--- config.mk ---
export PLATFORM = sky130hd
export DESIGN_NAME = adc_frame_reader
export DESIGN_NICKNAME = d
export VERILOG_FILES = /design/src/rtl/adcr_pkg.sv /design/src/rtl/adcr_tick.sv /design/src/rtl/adcr_capture.sv /design/src/rtl/adcr_ctrl.sv /design/src/rtl/adc_frame_reader.sv
export SDC_FILE = /design/constraint.sdc
export NUM_CORES = 1
export LEC_CHECK = 0
export BUFFER_PORTS_ARGS = -buffer_cell sky130_fd_sc_hd__buf_2
export CAP_MARGIN = 20
export CORE_ASPECT_RATIO = 0.5
export CORE_MARGIN = 10
export CORE_UTILIZATION = 40
export CTS_BUF_LIST = sky130_fd_sc_hd__clkbuf_8
export CTS_CLUSTER_DIAMETER = 30
export DETAILED_ROUTE_END_ITERATION = 10
export GPL_ROUTABILITY_DRIVEN = 1
export PLACE_DENSITY = 0.68
export SYNTH_ARGS = -nofsm -noshare
export SYNTH_HDL_FRONTEND = slang
export SYNTH_SLANG_ARGS = --single-unit
--- constraint.sdc ---
create_clock -name clk_i -period 2.87 [get_ports clk_i]
set_input_delay 0.1435 -clock clk_i [delete_from_list [all_inputs] [get_ports clk_i]]
set_output_delay 0.1435 -clock clk_i [all_outputs]
set_load 0.02 [all_outputs]
--- src/rtl/adcr_pkg.sv ---
package adcr_pkg;
  typedef enum logic [2:0] {
    ST_IDLE,
    ST_SETUP,
    ST_POLL,
    ST_HIGH,
    ST_LOW
  } rd_state_e;
endpackage

--- src/rtl/adcr_tick.sv ---
// Run-time interval counter: expired pulses on the LIMIT-th running cycle.
module adcr_tick #(
  parameter int unsigned LIMIT = 32
) (
  input  logic clk_i,
  input  logic rst_ni,
  input  logic run_i,
  input  logic clr_i,
  output logic expired_o
);
  localparam int unsigned CW = (LIMIT > 1) ? $clog2(LIMIT) : 1;
  localparam logic [CW-1:0] END_CNT = CW'(LIMIT - 1);

  logic [CW-1:0] cnt_q;

  assign expired_o = run_i && (cnt_q == END_CNT);

  always_ff @(posedge clk_i or negedge rst_ni) begin
    if (!rst_ni)                  cnt_q <= '0;
    else if (clr_i || expired_o)  cnt_q <= '0;
    else if (run_i)               cnt_q <= cnt_q + 1'b1;
  end
endmodule

--- src/rtl/adcr_capture.sv ---
// Shift register for incoming bits plus the registered frame/valid pair.
module adcr_capture #(
  parameter int unsigned BITS = 32
) (
  input  logic            clk_i,
  input  logic            rst_ni,
  input  logic            shift_i,
  input  logic            bit_i,
  input  logic            publish_i,
  output logic [BITS-1:0] frame_o,
  output logic            valid_o
);
  logic [BITS-1:0] shreg_q;

  always_ff @(posedge clk_i or negedge rst_ni) begin
    if (!rst_ni) shreg_q <= '0;
    else if (shift_i) shreg_q <= {shreg_q[BITS-2:0], bit_i};
  end

  always_ff @(posedge clk_i or negedge rst_ni) begin
    if (!rst_ni) begin
      frame_o <= '0;
      valid_o <= 1'b0;
    end else begin
      valid_o <= publish_i;
      if (publish_i) frame_o <= shreg_q;
    end
  end
endmodule

--- src/rtl/adcr_ctrl.sv ---
// Read sequencer: setup, ready poll, clock pulse train, release.
module adcr_ctrl
  import adcr_pkg::*;
#(
  parameter int unsigned FRAME_BITS = 32
) (
  input  logic clk_i,
  input  logic rst_ni,
  input  logic start_i,
  input  logic abort_i,
  input  logic sdi_s_i,
  input  logic phase_done_i,
  input  logic poll_expired_i,
  output logic cs_n_o,
  output logic sclk_o,
  output logic timeout_err_o,
  output logic phase_run_o,
  output logic phase_clr_o,
  output logic poll_run_o,
  output logic poll_clr_o,
  output logic shift_o,
  output logic publish_o
);
  localparam int unsigned BCW = $clog2(FRAME_BITS);
  localparam logic [BCW-1:0] LAST_BIT = BCW'(FRAME_BITS - 1);

  rd_state_e      state_q;
  logic           setup_half_q;
  logic [BCW-1:0] bit_q;

  always_comb begin
    phase_run_o = (state_q == ST_SETUP) || (state_q == ST_HIGH) || (state_q == ST_LOW);
    phase_clr_o = !phase_run_o;
    poll_run_o  = (state_q == ST_POLL);
    poll_clr_o  = !poll_run_o;
    shift_o     = !abort_i && (((state_q == ST_POLL) && !sdi_s_i) ||
                               ((state_q == ST_LOW) && phase_done_i));
    publish_o   = !abort_i && (state_q == ST_HIGH) && phase_done_i && (bit_q == LAST_BIT);
  end

  always_ff @(posedge clk_i or negedge rst_ni) begin
    if (!rst_ni) begin
      state_q       <= ST_IDLE;
      cs_n_o        <= 1'b1;
      sclk_o        <= 1'b0;
      timeout_err_o <= 1'b0;
      setup_half_q  <= 1'b0;
      bit_q         <= '0;
    end else if (abort_i && (state_q != ST_IDLE)) begin
      state_q <= ST_IDLE;
      cs_n_o  <= 1'b1;
      sclk_o  <= 1'b0;
    end else begin
      case (state_q)
        ST_IDLE: if (start_i && !abort_i) begin
          state_q       <= ST_SETUP;
          cs_n_o        <= 1'b0;
          timeout_err_o <= 1'b0;
          setup_half_q  <= 1'b0;
        end
        ST_SETUP: if (phase_done_i) begin
          if (setup_half_q) state_q <= ST_POLL;
          setup_half_q <= 1'b1;
        end
        ST_POLL: begin
          if (!sdi_s_i) begin
            state_q <= ST_HIGH;
            sclk_o  <= 1'b1;
            bit_q   <= '0;
          end else if (poll_expired_i) begin
            state_q       <= ST_IDLE;
            cs_n_o        <= 1'b1;
            timeout_err_o <= 1'b1;
          end
        end
        ST_HIGH: if (phase_done_i) begin
          sclk_o <= 1'b0;
          if (bit_q == LAST_BIT) begin
            state_q <= ST_IDLE;
            cs_n_o  <= 1'b1;
          end else begin
            state_q <= ST_LOW;
            bit_q   <= bit_q + 1'b1;
          end
        end
        ST_LOW: if (phase_done_i) begin
          state_q <= ST_HIGH;
          sclk_o  <= 1'b1;
        end
        default: state_q <= ST_IDLE;
      endcase
    end
  end
endmodule

--- src/rtl/adc_frame_reader.sv ---
module adc_frame_reader #(
  parameter int unsigned HALF_DIV       = 32,
  parameter int unsigned FRAME_BITS     = 32,
  parameter int unsigned TIMEOUT_CYCLES = 25_000_000
) (
  input  logic                  clk_i,
  input  logic                  rst_ni,
  input  logic                  start_i,
  input  logic                  abort_i,
  output logic                  cs_n_o,
  output logic                  sclk_o,
  input  logic                  sdi_i,
  output logic [FRAME_BITS-1:0] frame_o,
  output logic                  frame_valid_o,
  output logic                  timeout_err_o
);
  localparam int unsigned SYNC_STAGES = 2;

  logic [SYNC_STAGES-1:0] sdi_sync_q;
  logic sdi_s;
  logic phase_run, phase_clr, phase_done;
  logic poll_run, poll_clr, poll_expired;
  logic shift_en, publish;

  always_ff @(posedge clk_i or negedge rst_ni) begin
    if (!rst_ni) sdi_sync_q <= '1;
    else         sdi_sync_q <= {sdi_sync_q[SYNC_STAGES-2:0], sdi_i};
  end
  assign sdi_s = sdi_sync_q[SYNC_STAGES-1];

  adcr_tick #(.LIMIT(HALF_DIV)) phase_tick_i (
    .clk_i(clk_i), .rst_ni(rst_ni), .run_i(phase_run), .clr_i(phase_clr),
    .expired_o(phase_done)
  );

  adcr_tick #(.LIMIT(TIMEOUT_CYCLES)) poll_tick_i (
    .clk_i(clk_i), .rst_ni(rst_ni), .run_i(poll_run), .clr_i(poll_clr),
    .expired_o(poll_expired)
  );

  adcr_ctrl #(.FRAME_BITS(FRAME_BITS)) ctrl_i (
    .clk_i(clk_i), .rst_ni(rst_ni), .start_i(start_i), .abort_i(abort_i),
    .sdi_s_i(sdi_s), .phase_done_i(phase_done), .poll_expired_i(poll_expired),
    .cs_n_o(cs_n_o), .sclk_o(sclk_o), .timeout_err_o(timeout_err_o),
    .phase_run_o(phase_run), .phase_clr_o(phase_clr),
    .poll_run_o(poll_run), .poll_clr_o(poll_clr),
    .shift_o(shift_en), .publish_o(publish)
  );

  adcr_capture #(.BITS(FRAME_BITS)) capture_i (
    .clk_i(clk_i), .rst_ni(rst_ni), .shift_i(shift_en), .bit_i(sdi_s),
    .publish_i(publish), .frame_o(frame_o), .valid_o(frame_valid_o)
  );
endmodule

==> results of run 1 <==
==> flip-flops by register name, indices dropped and copies added, names as in the netlist <==
| name | cells |
|---|---|
| capture_i.shreg_q | 32 |
| ctrl_i.timeout_err_o | 1 |
| phase_tick_i.cnt_q | 5 |
| poll_tick_i.cnt_q | 25 |
| ctrl_i.bit_q | 5 |
| sdi_sync_q | 2 |
| ctrl_i.setup_half_q | 1 |
| ctrl_i.sclk_o | 1 |
| ctrl_i.state_q | 3 |
| ctrl_i.cs_n_o | 1 |
| capture_i.valid_o | 1 |
| capture_i.frame_o | 32 |
==> cells by family (layout without fill, tap and decap cells) <==
group,after synthesis,in the layout,share of synthesized area
AO/OA/AOI/OAI,54,54,0.0729
XOR/XNOR,16,16,0.0296
adder cells (fa/ha/maj),5,5,0.0132
buffers and inverters,25,72,0.0267
flip-flops,109,109,0.576
multiplexers,64,64,0.152
AND/OR/NAND/NOR,109,109,0.129
==> layout make-up <==
class,count,share of cell area
Clock buffer,10,0.0258
Clock inverter,6,0.0101
Inverter,8,0.00562
Multi-Input combinational cell,248,0.355
Sequential cell,109,0.511
Tap cell,159,0.0372
Timing Repair Buffer,48,0.0548
==> per-layer routing <==
layer | global-route usage | share of wire | vias up
met2 | 0.160 | 0.48 | 36
met5 | 0 | 0 | -
met3 | 0.0294 | 0.034 | 7
met4 | 0.0363 | 0.013 | 0
li1 | - | - | 1471
met1 | 0.129 | 0.47 | 1517
==> per-stage QoR <==
stage / cell area [sq um] / setup slack (ps) / utilization / hold slack [ps]
5_1_grt: 5340 / 352 / 0.473 / 148
3_3_place_gp: 5130 / 589 / 0.455 / 151
2_1_floorplan: 4740 / 817 / - / -152
4_1_cts: 5340 / 523 / 0.473 / 86.8
3_5_place_dp: 5130 / 555 / 0.455 / 154
6_report: 5340 / 522 / 0.473 / 123
==> cell usage in the layout, fill, tap and decap left out, types with 3 or more instances in the layout <==
| cell | synthesis | layout |
|---|---|---|
| nor2_1 | 30 | 30 |
| or4_1 | 4 | 4 |
| nand3_1 | 10 | 10 |
| or4_4 | 3 | 3 |
| xor2_1 | 7 | 7 |
| ha_1 | 5 | 5 |
| clkbuf_8 | 0 | 10 |
| a21oi_1 | 12 | 12 |
| nand4_1 | 6 | 6 |
| and3_1 | 5 | 5 |
| o21ai_0 | 18 | 18 |
| or3_1 | 7 | 7 |
| dfrtp_1 | 106 | 106 |
| nand2_1 | 14 | 14 |
| dfstp_2 | 3 | 3 |
| and3b_1 | 3 | 3 |
| buf_4 | 0 | 5 |
| inv_1 | 8 | 8 |
| mux2_2 | 64 | 64 |
| nor3_1 | 7 | 7 |
| buf_2 | 8 | 39 |
| nand2b_1 | 3 | 3 |
| nor4_1 | 4 | 4 |
| inv_6 | 0 | 3 |
| o31ai_1 | 8 | 7 |
| xnor2_1 | 9 | 9 |
==> worst register-to-register path, delay by kind of cell (launching register included) <==
kind	cells	cell delay, ps
adders and majority gates	2	540
muxes	1	410
DFF	1	380
buffers and inverters	1	380
and+or+nand+nor	2	340
AOI/OAI and AO/OA	1	180
==> power breakdown <==
part,total [mW],switching [mW],internal (mW)
registers,1.68,0.0694,1.61
clock network,0.890,0.533,0.357
logic,0.404,0.247,0.158
==> worst min path at each step <==
| stage | startpoint | end | slack [ps] | depth (start not counted) |
|---|---|---|---|---|
| after floorplan | rst_ni | capture_i.frame_o[0] | -150 | 0 |
| after global placement | rst_ni | poll_tick_i.cnt_q[1] | 150 | 1 |
| after detailed placement | rst_ni | poll_tick_i.cnt_q[0] | 150 | 1 |
| after CTS | abort_i | ctrl_i.state_q[2] | 90 | 2 |
| after global routing | start_i | ctrl_i.cs_n_o | 150 | 3 |
| final | abort_i | ctrl_i.state_q[2] | 120 | 2 |
==> what timing repair did <==
action,4_1_cts,5_1_grt
hold buffers,2,0
hold endpoints to repair,40,0
setup endpoints to repair,0,0
setup buffers,0,0
==> flow_summary.ini, run 1 <==
[synth]
synth_top_area_frac = 0.560
synth-edff-count = 0
synthArstFlopShare = 1.00
synth_warnings = 0
synth_area_leaders = dfrtp_1, mux2_2, nor2_1
yosysUniqueCellTypes = 46
syn_nets = 392
synth.most_common_cell = dfrtp_1
yosysSeqAreaShare = 0.576
synth_top_cell_by_area = dfrtp_1
syn-instance-count = 382
ys_seq_elements = 109
synthTopCellsByCount = dfrtp_1, mux2_2, nor2_1
syn_avg_cell_area_sq_um = 12.4
syn_area_sq_um = 4740
synthFlopType = dfrtp_1

[setup_path]
crit_top_cell = ha_1
path_max_fanout = 33
crit_type = register to register
path_buf_inv = 1
path_cells = ha_1 > and3_1 > ha_1 > nand3b_1 > a21boi_4 > buf_4 > mux2_2
slowest_delay_ps = 380
slowest_stage = dfrtp_1
startpoint_type = register
cp.required_ps = 3120
reg2reg_to = capture_i.shreg_q[11]
end_kind = register
crit_start = phase_tick_i.cnt_q[0]
cp_top_family = adder cells
cp-endpoint = capture_i.shreg_q[11]
rr_worst_depth = 7
crit_cells = 7
r2r_start = phase_tick_i.cnt_q[0]
ff2ff_setup_slack_ps = 520
arrival_ps = 2600

[status]
outcome = complete, no violations

[timing]
drv_slew = 0
hold_violations = 0
setup_viol = 0
rsz0062_at_grt = false
fin_crit_ps = 2350
worstMarginPinSlew_ps = 520
skew_ps = 12.7
fmax_mhz = 426
fin_setup_tns_ps = 0
fin_crit_sh = 0.818
slew_headroom = 0.653

[layout]
n_fill_cell = 1068
multi_input_area_sq_um = 1900
nets = 434
layout.cells.non_filler = 588
antenna_cells = 0
drive_gt1_frac = 0.322
regArea_sq_um = 2730
area_growth_pct = 12.7

[die]
num_rows = 27
dieArea_sq_um = 16900
core_sq_um = 11300
fp.dieW_um = 174
die-height_um = 97.0
initial_core_util = 0.420
io_pins = 41

[clock_tree]
root_buffer = clkbuf_8
path_clk_slew_ps = 100
clk_path_buf_depth = 2
cts-htree-levels = 3
cts_buffers = 9
cts_tree = built
clk_latency_ps = 370
cts_sinks = 109
post_cts_resized = 0

[power]
peakVddDrop_mv = 0.231
p_per_area_nw_per_um2 = 556
p_leak_nw = 2.53
power_mw = 2.97

[routing]
drc = 0
final_antenna_net_count = 0
viasPerCell = 5.15
routed_wl_mm = 8.40
drt_pass1_iterations = 4
drt_iter0_drc = 209
wire_per_inst_um = 14.3
routed-via-count = 3031

[placement]
dp_cells = 570
port_buffers = 40
hpwl_mm = 5.77
place.gp.congestion = 0.821

[global_route]
grt_pass1_vias = 2970
antenna_found_initial = 0
grt_pass1_wl_mm = 14.4
grt-ovfl-total = 0
grt_util_all_layers = 0.101
grt_max_degree = 71

[job]
drv_cap = 0

[min_path]
hp-class = input pin to register
No activity file was read; power rests on OpenSTA's default activity.
==> run 2: changes to the inputs <==
PLACE_DENSITY = 0.7   (was 0.68)
clock period = 1.9 ns   (was 2.87 ns; I/O delays follow)
==> run 2 against run 1 <==
Against the previous run: the flow now finishes with violations (setup timing); critical path type unchanged; via count increased by 5.0%; clock skew increased by 1.9 ps; die area unchanged; global-route usage increased by 0.56 points; hold slack got worse by 53 ps; sequential share of layout area decreased by 6.0 points; first-iteration DRC count increased by 57%; core utilization increased by 6.4 points; combinational power increased by 110%; sequential power increased by 50%.
==> flow_summary.ini, run 2 (synthesis results as in run 1) <==
[clock_tree]
cts_buffers = 9
cts_tree = built
path_clk_slew_ps = 110
clk_path_buf_depth = 2
cts-htree-levels = 3
clk_latency_ps = 380
root_buffer = clkbuf_8
cts_sinks = 109

[timing]
fin_crit_sh = 1.03
rsz0062_at_grt = true
setup_viol = 40
worstMarginPinSlew_ps = 489
worst_slack_ps = -63.0
fin_crit_ps = 1960
drv_slew = 0
holdWs_ps = 69.9
slew_headroom = 0.674
hold_violations = 0
skew_ps = 14.6
fmax_mhz = 509

[routing]
drt_iter0_drc = 328
routed_wl_mm = 9.97
drt_pass1_iterations = 4
final_antenna_net_count = 0
wire_per_inst_um = 16.0
routed.top_layer = met4
viasPerCell = 5.09
drt-met1-wl_mm = 4.70
drc = 0
met3_length_um = 344
wl_met2_mm = 4.85
routed-via-count = 3183

[power]
p_per_area_nw_per_um2 = 802
combPwrFrac = 0.172
power_mw = 4.86
p_leak_nw = 2.80
seqPwrFrac = 0.518
p_sw_frac = 0.278
p_sw_mw = 1.35
clkPwrFrac = 0.310
p_int_mw = 3.51
peakVddDrop_mv = 0.367

[setup_path]
arrival_ps = 2220
slowest_stage = dfrtp_1
slowest_delay_ps = 360
path_max_fanout = 17
path_cells = ha_2 > and3_4 > ha_4 > nand3b_1 > a21boi_4 > buf_12 > mux2_2
path_buf_inv = 1
startpoint_type = register
cp_top_family = flip-flops
crit_type = register to register
end_kind = register
cp.required_ps = 2160

[min_path]
hp-class = input pin to register

[placement]
dp_cells = 596
place.gp.congestion = 0.814
post_dp_cell_area_sq_um = 5370
hpwl_mm = 6.11
place_ws_ps = -104
port_buffers = 40

[layout]
area_growth_pct = 28.0
layout_common_cells = dfrtp_1, mux2_4, buf_2, buf_4, nor2_1
layout.cells.non_filler = 625
n_fill_cell = 945
top_regs = capture_i.frame_o (32), capture_i.shreg_q (32), poll_tick_i.cnt_q (25)
drive_gt1_frac = 0.412
antenna_cells = 0
final_common_cell = dfrtp_1
stdcell_area_sq_um = 6060
nets = 471

[global_route]
grt-ovfl-total = 0
grt_pass1_vias = 3102
grt_util_all_layers = 0.107
antenna_found_initial = 0
grt_max_degree = 46
grt_pass1_wl_mm = 15.3

[die]
num_rows = 27
dieArea_sq_um = 16900
fp.dieW_um = 174
core_sq_um = 11300
die-height_um = 97.0
initial_core_util = 0.420
io_pins = 41

[status]
violations = setup timing
outcome = complete, but fails checks

[job]
drv_cap = 0
## run 2: cell types whose count changed in the layout (fill, tap and decap cells not counted), moves of 3 or more
cell / before / now
buf_12: 2 / 5
buf_4: 5 / 31
buf_6: 0 / 4
clkbuf_16: 0 / 4
ha_1: 5 / 1
ha_2: 0 / 3
mux2_2: 64 / 6
mux2_4: 0 / 58
## run 2: path summary, 6_finish.rpt
| check | startpoint | endpoint | slack [ps] | depth (start not counted) |
|---|---|---|---|---|
| worst max-delay path | phase_tick_i.cnt_q[1] | capture_i.shreg_q[25] | -60 | 7 |
| worst min-delay path | abort_i | ctrl_i.state_q[2] | 70 | 2 |
| worst max register to register | phase_tick_i.cnt_q[1] | capture_i.shreg_q[25] | -60 | 7 |
| worst min register to register | sdi_sync_q[0] | sdi_sync_q[1] | 370 | 0 |
| max in group asynchronous | rst_ni | sdi_sync_q[0] | 1180 | 3 |
| min in group asynchronous | rst_ni | capture_i.frame_o[4] | 240 | 3 |
## run 2: final cells by class
| class | instances | area [sq um] | share of cell area |
|---|---|---|---|
| Sequential cell | 109 | 2730 | 0.451 |
| Multi-Input combinational cell | 248 | 2190 | 0.361 |
| Timing Repair Buffer | 85 | 693 | 0.114 |
| Tap cell | 159 | 199 | 0.0328 |
| Clock buffer | 11 | 151 | 0.0250 |
| Clock inverter | 5 | 66.3 | 0.0109 |
| Inverter | 8 | 30.0 | 0.00495 |
## run 2: layer usage
layer / up-vias / global-route usage
li1: 1542 / -
met1: 1596 / 0.133
met2: 39 / 0.172
met3: 6 / 0.0337
met4: 0 / 0.0330
met5: - / 0
## run 2: per-stage QoR
step                      utilization  setup TNS, ps
after floorplan                     -          -1420
after global placement          0.476          -2360
after detailed placement        0.476          -3990
after CTS                       0.500           -410
after global routing            0.537          -5280
final                           0.537           -877
## run 2: timing repair
item / 4_1_cts / 5_1_grt
endpoints found under the hold margin: 107 / 0
resized for setup: 9 / 73
endpoints found under the setup margin: 73 / 92
gates cloned: 0 / 4
pin swaps: 10 / 10
buffers inserted: 2 / 5
hold buffers: 2 / 0
## run 2: power by group through the flow
| stage | Combinational (mW) | Clock [mW] | Sequential [mW] |
|---|---|---|---|
| 2_1_floorplan | 0.429 | 0 | 2.55 |
| 5_1_grt | 0.937 | 1.66 | 2.53 |
| 3_3_place_gp | 0.722 | 0 | 2.55 |
| 3_5_place_dp | 0.722 | 0 | 2.55 |
| 6_report | 0.838 | 1.51 | 2.52 |
| 4_1_cts | 0.750 | 1.56 | 2.51 |
